## config.mk

```make
export PLATFORM = sky130hd
export DESIGN_NAME = usb_ep_ctl
export DESIGN_NICKNAME = d
export VERILOG_FILES = /design/src/rtl/usb_ep_ctl_pkg.sv /design/src/rtl/usb_ep_dp_track.sv /design/src/rtl/usb_ep_stall_bank.sv /design/src/rtl/usb_ep_rd_mux.sv /design/src/rtl/usb_ep_ctl.sv
export SDC_FILE = /design/constraint.sdc
export NUM_CORES = 1
export LEC_CHECK = 0
export BUFFER_PORTS_ARGS = -buffer_cell sky130_fd_sc_hd__buf_2
export CAP_MARGIN = 10
export CORE_MARGIN = 2
export CORE_UTILIZATION = 40
export DETAILED_ROUTE_END_ITERATION = 12
export PLACE_DENSITY = 0.86
export SETUP_SLACK_MARGIN = 0.1
export SLEW_MARGIN = 15
export SYNTH_ARGS = -nofsm -noshare
export SYNTH_HDL_FRONTEND = slang
export SYNTH_HIERARCHICAL = 1
export SYNTH_SLANG_ARGS = --single-unit
```

## constraint.sdc

```tcl
create_clock -name clk -period 1.2 [get_ports clk]
set_input_delay 0.06 -clock clk [delete_from_list [all_inputs] [get_ports clk]]
set_output_delay 0.06 -clock clk [all_outputs]
set_load 0.02 [all_outputs]
```

## src/rtl/usb_ep_ctl_pkg.sv

```systemverilog
package usb_ep_ctl_pkg;
   typedef enum logic [1:0] {
      SEL_NONE  = 2'd0,
      SEL_STAT  = 2'd1,
      SEL_STALL = 2'd2
   } regsel_e;

   localparam int unsigned BYTE_W = 8;
endpackage

```

## src/rtl/usb_ep_dp_track.sv

```systemverilog
module usb_ep_dp_track (
   input  logic clk,
   input  logic rst_n,
   input  logic fifo_wr,
   input  logic pkt_en,
   input  logic done,
   output logic present
);
   logic pend_q;
   logic promote;

   assign promote = pkt_en & (pend_q | fifo_wr);

   always_ff @(posedge clk or negedge rst_n) begin
      if (!rst_n) begin
         pend_q  <= 1'b0;
         present <= 1'b0;
      end else begin
         pend_q <= promote ? 1'b0 : (pend_q | fifo_wr);
         if (promote)
            present <= 1'b1;
         else if (done)
            present <= 1'b0;
      end
   end

   assert_set_R3 : assert property (@(posedge clk) disable iff (!rst_n)
      (pkt_en && (pend_q || fifo_wr)) |=> present);
   assert_clear_R4 : assert property (@(posedge clk) disable iff (!rst_n)
      (done && !pkt_en) |=> !present);
   assert_set_wins_R5 : assert property (@(posedge clk) disable iff (!rst_n)
      (done && pkt_en && (pend_q || fifo_wr)) |=> present);
   assert_no_spurious_R3 : assert property (@(posedge clk) disable iff (!rst_n)
      (!present && !pkt_en) |=> !present);
endmodule

```

## src/rtl/usb_ep_stall_bank.sv

```systemverilog
module usb_ep_stall_bank #(
   parameter int unsigned NUM_EP = 4
) (
   input  logic              clk,
   input  logic              rst_n,
   input  logic              wr_en,
   input  logic [NUM_EP-1:0] wdata,
   input  logic              setup_flag,
   input  logic              setup_cmd,
   output logic [NUM_EP-1:0] stall
);
   logic [NUM_EP-1:0] stall_d;

   always_comb begin
      stall_d = stall;
      if (wr_en) begin
         stall_d = wdata;
         if (setup_flag && wdata[0])
            stall_d[0] = stall[0];
      end
      if (setup_cmd)
         stall_d[0] = 1'b0;
   end

   always_ff @(posedge clk or negedge rst_n) begin
      if (!rst_n)
         stall <= '0;
      else
         stall <= stall_d;
   end

   assert_auto_clear_R9 : assert property (@(posedge clk) disable iff (!rst_n)
      setup_cmd |=> !stall[0]);
   assert_guard_R10 : assert property (@(posedge clk) disable iff (!rst_n)
      (wr_en && setup_flag && wdata[0] && !setup_cmd) |=> $stable(stall[0]));
   assert_others_R10 : assert property (@(posedge clk) disable iff (!rst_n)
      wr_en |=> (stall[NUM_EP-1:1] == $past(wdata[NUM_EP-1:1])));
   assert_hold_R8 : assert property (@(posedge clk) disable iff (!rst_n)
      (!wr_en && !setup_cmd) |=> $stable(stall));
endmodule

```

## src/rtl/usb_ep_rd_mux.sv

```systemverilog
module usb_ep_rd_mux
   import usb_ep_ctl_pkg::*;
(
   input  regsel_e           sel,
   input  logic [BYTE_W-1:0] stat_byte,
   input  logic [BYTE_W-1:0] stall_byte,
   output logic [BYTE_W-1:0] rdata
);
   always_comb begin
      unique case (sel)
         SEL_STAT:  rdata = stat_byte;
         SEL_STALL: rdata = stall_byte;
         default:   rdata = '0;
      endcase
   end
endmodule

```

## src/rtl/usb_ep_ctl.sv

```systemverilog
module usb_ep_ctl
   import usb_ep_ctl_pkg::*;
#(
   parameter int unsigned ADDR_W     = 4,
   parameter int unsigned NUM_EP     = 4,
   parameter int unsigned NUM_TX     = 3,
   parameter logic [ADDR_W-1:0] STAT_ADDR  = 4'h0,
   parameter logic [ADDR_W-1:0] STALL_ADDR = 4'h1,
   parameter logic [NUM_TX*3-1:0] TX_BITPOS = {3'd5, 3'd4, 3'd0}
) (
   input  logic              clk,
   input  logic              rst_n,
   input  logic [ADDR_W-1:0] reg_addr,
   input  logic              reg_we,
   input  logic [7:0]        reg_wdata,
   output logic [7:0]        reg_rdata,
   input  logic [NUM_TX-1:0] tx_fifo_wr,
   input  logic [NUM_TX-1:0] tx_pkt_en,
   input  logic [NUM_TX-1:0] tx_done,
   input  logic              setup_flag,
   input  logic              setup_cmd,
   output logic [NUM_EP-1:0] stall_req
);
   localparam int unsigned RSV_W = BYTE_W - NUM_EP;

   generate
      if (NUM_EP < 1 || NUM_EP > BYTE_W) begin : g_bad_ep
         $error("NUM_EP must be 1..8");
      end
      if (NUM_TX < 1 || NUM_TX > BYTE_W) begin : g_bad_tx
         $error("NUM_TX must be 1..8");
      end
      if (STAT_ADDR == STALL_ADDR) begin : g_bad_addr
         $error("register addresses must differ");
      end
   endgenerate

   regsel_e           sel;
   logic [NUM_TX-1:0] present;
   logic [NUM_EP-1:0] stall_q;
   logic [BYTE_W-1:0] stat_byte;
   logic [BYTE_W-1:0] stall_byte;
   logic              stall_wr;
   logic              unused_wdata;

   assign unused_wdata = ^reg_wdata[BYTE_W-1:NUM_EP];

   always_comb begin
      if (reg_addr == STAT_ADDR)
         sel = SEL_STAT;
      else if (reg_addr == STALL_ADDR)
         sel = SEL_STALL;
      else
         sel = SEL_NONE;
   end

   assign stall_wr = reg_we && (sel == SEL_STALL);

   genvar gi;
   generate
      for (gi = 0; gi < NUM_TX; gi++) begin : g_tx
         usb_ep_dp_track u_trk (
            .clk     (clk),
            .rst_n   (rst_n),
            .fifo_wr (tx_fifo_wr[gi]),
            .pkt_en  (tx_pkt_en[gi]),
            .done    (tx_done[gi]),
            .present (present[gi])
         );
      end
   endgenerate

   always_comb begin
      stat_byte = '0;
      for (int i = 0; i < NUM_TX; i++)
         stat_byte[TX_BITPOS[i*3 +: 3]] = present[i];
   end

   usb_ep_stall_bank #(.NUM_EP(NUM_EP)) u_stall (
      .clk        (clk),
      .rst_n      (rst_n),
      .wr_en      (stall_wr),
      .wdata      (reg_wdata[NUM_EP-1:0]),
      .setup_flag (setup_flag),
      .setup_cmd  (setup_cmd),
      .stall      (stall_q)
   );

   generate
      if (RSV_W > 0) begin : g_pad
         assign stall_byte = {{RSV_W{1'b0}}, stall_q};
      end else begin : g_nopad
         assign stall_byte = stall_q;
      end
   endgenerate

   assign stall_req = stall_q;

   usb_ep_rd_mux u_rd (
      .sel        (sel),
      .stat_byte  (stat_byte),
      .stall_byte (stall_byte),
      .rdata      (reg_rdata)
   );

   assert_stall_rsvd_R7 : assert property (@(posedge clk) disable iff (!rst_n)
      (reg_addr == STALL_ADDR) |-> (reg_rdata[BYTE_W-1:NUM_EP] == '0));
   assert_stat_ro_R6 : assert property (@(posedge clk) disable iff (!rst_n)
      (reg_we && reg_addr == STAT_ADDR && tx_pkt_en == '0 && tx_done == '0)
         |=> $stable(present));
   assert_other_addr_R11 : assert property (@(posedge clk) disable iff (!rst_n)
      (reg_addr != STAT_ADDR && reg_addr != STALL_ADDR) |-> (reg_rdata == '0));
   assert_stall_track_R8 : assert property (@(posedge clk) disable iff (!rst_n)
      (reg_we && reg_addr == STALL_ADDR && !setup_flag && !setup_cmd)
         |=> (stall_req == $past(reg_wdata[NUM_EP-1:0])));
endmodule

```

Word level (Yosys, flattened, before mapping) --
Index checks and enable logic that the tools add are counted.
Word-level totals: bits in latches 0, word-level logic and storage cells 41, memories 0, output and inout port bits 12, bits of input ports 26, bits in registers 10, RAM bits 0, memory bits (read-only) 0
Cells by class: $lt $le $gt $ge 0, div/mod/pow operators 0, reduce and logical (&&, ||, !) cells 8, multiplexer cells 15, shifts and indexed selects 0, $mul 0, $add $sub $neg 0, eq/ne operators 4, bitwise gates (word level) 6
Operator list (number):
- 1-bit 2-to-1 mux | 12
- 6-bit case mux with 2 select lines | 1
- 2-bit nonzero test | 4
- 4-bit by 1-bit == test with 1-bit output (second input constant) | 1
- 4-bit zero test | 1
- 2-bit 2-to-1 mux | 2
- 1-bit bitwise AND | 3
- 1-bit OR | 3
- 2-bit by 1-bit == test with 1-bit output (second input constant) | 1
- 2-bit == test (second input constant) | 1
- 1-bit logical AND | 2
- 2-bit inequality test (second input constant) | 1
- 2-bit AND reduction | 1

Depth between registers and ports, before layout --
depth in word-level cells 7, depth in mapped cells 7, mapped depth without buffers 6

Hierarchy --
Netlist, hierarchy kept.
By module, submodules not included:
- usb_ep_dp_track | cells each 7, area an instance 71.3 µm², instances 3, seq. area each 50.0 µm²
- usb_ep_rd_mux | cells each 23, area an instance 188.9 µm², instances 1, seq. area each 0.0 µm²
- usb_ep_stall_bank | cells each 11, area an instance 162.7 µm², instances 1, seq. area each 100.1 µm²
- usb_ep_ctl | cells each 5, area an instance 33.8 µm², instances 1, seq. area each 0.0 µm²

Least setup slack after synthesis --
Ideal clock, no wire load.
path type in2out, start input reg_addr[0], end output reg_rdata[0], path buffers 1, stages on the path 5, arrival 1228 ps, required time 1140 ps, path slack -88 ps, cells stage by stage nor4_1 > inv_1 > ha_1 > buf_1 > nor2_1
On the way: longest elaborated chain between the ends 5, elaborated cells between the ends (all ways) 7, those cells by class eq/ne (3); mux (3); reduce/logical (1)
Ends and longest elaborated chain:
- start, declared | RTL line usb_ep_ctl.sv:13 | input logic [ADDR_W-1:0] reg_addr,
- 4-bit by 1-bit == test with 1-bit output | RTL line usb_ep_ctl.sv:51 | else if (reg_addr == STALL_ADDR)
- 2-bit 2-to-1 mux | RTL line usb_ep_ctl.sv:51
- 2-bit 2-to-1 mux (*) | RTL line usb_ep_ctl.sv:49 | if (reg_addr == STAT_ADDR)
- 2-bit == test / 2-bit by 1-bit == test with 1-bit output (equally long branches) | RTL line usb_ep_rd_mux.sv:10 | unique case (sel)
- 6-bit case mux with 2 select lines (*) | RTL line usb_ep_rd_mux.sv:10
- end, declared | RTL line usb_ep_ctl.sv:16 | output logic [7:0] reg_rdata,
Every way passes the cells marked *; elsewhere a longest branch is shown, timed or not.

Worst setup path in the final report --
start input reg_addr[2], end output reg_rdata[3]
On the way: elaborated cells between the ends (all ways) 7, those cells by class eq/ne (3); mux (3); reduce/logical (1)
RTL lines:
- 4-bit zero test (*) | RTL line usb_ep_ctl.sv:49
- 2-bit 2-to-1 mux (*) | RTL line usb_ep_ctl.sv:49
- via sel[0] | RTL line usb_ep_ctl.sv:38 | regsel_e sel;
- 2-bit == test / 2-bit by 1-bit == test with 1-bit output (equally long branches) | RTL line usb_ep_rd_mux.sv:10
- 6-bit case mux with 2 select lines (*) | RTL line usb_ep_rd_mux.sv:10
Mark *: on every way through the listed nets, which the timed path passes. The rest lies on a longest branch.

==> qor.yml <==
wl_per_cell_um: 13.6
dieWidth_um: 42.7
drc: 0
synth_area_per_cell_um2: 9.99
viasPerCell: 5.05
dieArea_mm2: 0.00182
io_pins: 38
port_buffers: 31
postLayoutCellArea_mm2: 0.00110
grt_max_degree: 11
slew_viol_final: 0
finalSetupViolCount: 6
synth-xor-area-share_pct: 0
synth-seq-cells: 10
die_h_um: 42.7
clk_pin_slew_ns: 0.06
nFillCells: 78
post-route-period-util_pct: 104
synth_edf_count: 0
seqCellArea_um2: 250
synth_top_family_by_area: "compound AO/OA/AOI/OAI gates"
rsz0062_at_grt: "true"
path_class: "primary input to output port"
ys_types: 16
path_cells: "buf_8 > nor4_4 > inv_2 > ha_4 > buf_12 > nor2_4 > buf_6"
hold_slack_ns: 0.0297
yosys-mux-area-fraction_pct: 5.64
antenna_found_initial: 0
grt_first_pass_wirelength_um: 3000
synth_area_leaders: "dfrtp_1 42%, a22oi_2 17%, nor2_1 8.8%, mux2_2 5.6%, o21ai_1 5.0%"
dp_hpwl_um: 1260
hold_path_depth: 2
first_global_vias: 715
yosys.area_share.simple_pct: 14.8
dp_cells: 116
ir_drop_v: 0.000590
area_growth_pct: 83.5
r2r_start: "u_stall/stall[3]"
fin_crit_ns: 1.24
p_per_area_mw_per_mm2: 816
worstHoldPathType: "primary input to flip-flop"
worstSetupStartpointType: "primary input"
num_antenna_cells: 0
final-hold-violation-count: 0
path_max_fanout: 7
rows: 13
startpoint: "reg_addr[2]"
antenna_left: 0
placed_cell_area_um2: 878
endpoint_kind: "output port"
track_usage_pct: 22.6
cts_made_buffers: 3
regToRegSetupSlack_ns: 0.41
crit_arrival_ns: 1.18
rr_endpoint: "u_stall/stall[3]"
hold_end: "u_stall/stall[3]"
max_freq_mhz: 805
min_from: "reg_wdata[3]"
multi_input_area_um2: 419
clk_path_buf_depth: 2
drv_cap: 0
required_ns: 1.14
async_flop_share_pct: 100
synthFlopType: "dfrtp_1"
drive_above_1_share_pct: 57.9
synth-compound-area-share_pct: 24.2
syn_area_um2: 599
cellLeakagePower_nw: 0.491
status: "finished, violations left"
ys_seq_area_share_pct: 41.8
gp_congestion: 0.695
clkLatencyLatePin_ns: 0.26
routed_wl_um: 1750
layout_setup_ws_ns: -0.0424
grt_overflow: 0
cts_tree: "done"
nets: 144
crit_path_max_incr_delay_ns: 0.32
start_util_pct: 44.4
h-tree-depth: 1
final_cells: 129
synth_cells: 60
clock-sinks: 10
core_mm2: 0.00135
slowest_stage: "nor4_4"
worst-path-buf-inv: 4
skew_ns: 0.000406
reg2reg_depth: 1
drt_first_iter_violations: 4
cp_top_family: "buffers and inverters"
dpl_worst_slack_ns: -0.202
first_pass_iters: 4
yosys.area.top_type: "dfrtp_1"
dr_total_vias: 651
synthAdderAreaFrac_pct: 4.18
synth_top_area_share_pct: 41.8
ys_warn_count: 6
ctsRootBufferMaster: "clkbuf_4"
failed_checks: "negative setup slack"
-- cell usage in the layout, fill, tap and decap left out --
cell type	netlist	final
a221oi_2	1	1
a22oi_2	8	8
and2_4	0	1
and3_1	1	1
buf_12	0	1
buf_2	0	22
buf_4	0	6
buf_6	2	8
buf_8	0	1
clkbuf_4	0	3
conb_1	1	9
dfrtp_1	10	10
dlygate4sd3_1	0	8
ha_4	0	2
inv_1	7	5
inv_2	0	1
inv_4	0	1
mux2_2	3	3
nand2b_1	1	1
nor2_1	14	8
nor2_4	0	6
nor3_4	0	1
nor4_4	0	1
o21ai_1	6	6
-- Yosys cell counts, types with 2 or more instances --
cell / n
a22oi_2: 8
buf_6: 2
dfrtp_1: 10
ha_1: 2
inv_1: 7
mux2_2: 3
nor2_1: 14
o21ai_1: 6
-- per-layer routing --
metal	global-route usage (%)	routed length [µm]	vias to the layer above	share of wire, %
met5	0	0	-	0
li1	-	-	306	-
met2	40.0	989	26	56
met3	5.53	71	9	4.0
met1	22.9	625	310	36
met4	15.6	68	0	3.9
-- kinds of logic after synthesis --
logic type                 count (synthesis)
buffers and inverters                     10
other                                      1
adders and majority gates                  2
DFF                                       10
muxes                                      3
and+or+nand+nor                           19
AOI/OAI and AO/OA                         15
-- metrics by stage --
step                      total power [W]  setup TNS [ns]  util (%)
after global routing             0.000950          -0.433      81.5
after detailed placement         0.000631           -1.03      65.1
after floorplan                  0.000532               0         -
final                            0.000898          -0.135      81.5
after CTS                        0.000902         -0.0532      81.3
after global placement           0.000619          -0.800      65.1
-- registers in the layout, summed over array words and instances, names as in the netlist --
| register | flops |
|---|---|
| u_stall/stall | 4 |
| g_tx.u_trk/pend_q | 3 |
| g_tx.u_trk/present | 3 |
-- repair_timing --
| item | in CTS | in global routing |
|---|---|---|
| hold buffers | 8 | 0 |
| setup endpoints to repair | 6 | 6 |
| setup buffers | 2 | 0 |
| gates resized for setup | 27 | 2 |
| endpoints found under the hold margin | 17 | 0 |
| pin swaps | 11 | 12 |
-- report_power, final --
group          leakage (nW)  total, W  internal, W  switching, W
Sequential            0.123  0.000412     0.000378     0.0000336
Clock                0.0138  0.000225     0.000116      0.000109
Combinational         0.354  0.000261     0.000130      0.000131
Total                 0.491  0.000898     0.000624      0.000274
-- worst max path at each step --
stage | slack [ns] | endpoint | cells past startpoint
2_1_floorplan | 0.11 | reg_rdata[0] | 5
3_3_place_gp | -0.15 | reg_rdata[0] | 7
3_5_place_dp | -0.20 | reg_rdata[0] | 7
4_1_cts | -0.02 | reg_rdata[3] | 7
5_1_grt | -0.09 | reg_rdata[3] | 7
6_report | -0.04 | reg_rdata[3] | 7
-- cell type report --
type,instances,share of cell area [%]
multi-input combinational,48,38.1
tap,15,1.71
timing repair buffer,46,32.8
inverter,7,2.62
clock buffer,3,2.05
sequential,10,22.8
No activity file was read; power rests on OpenSTA's default activity.
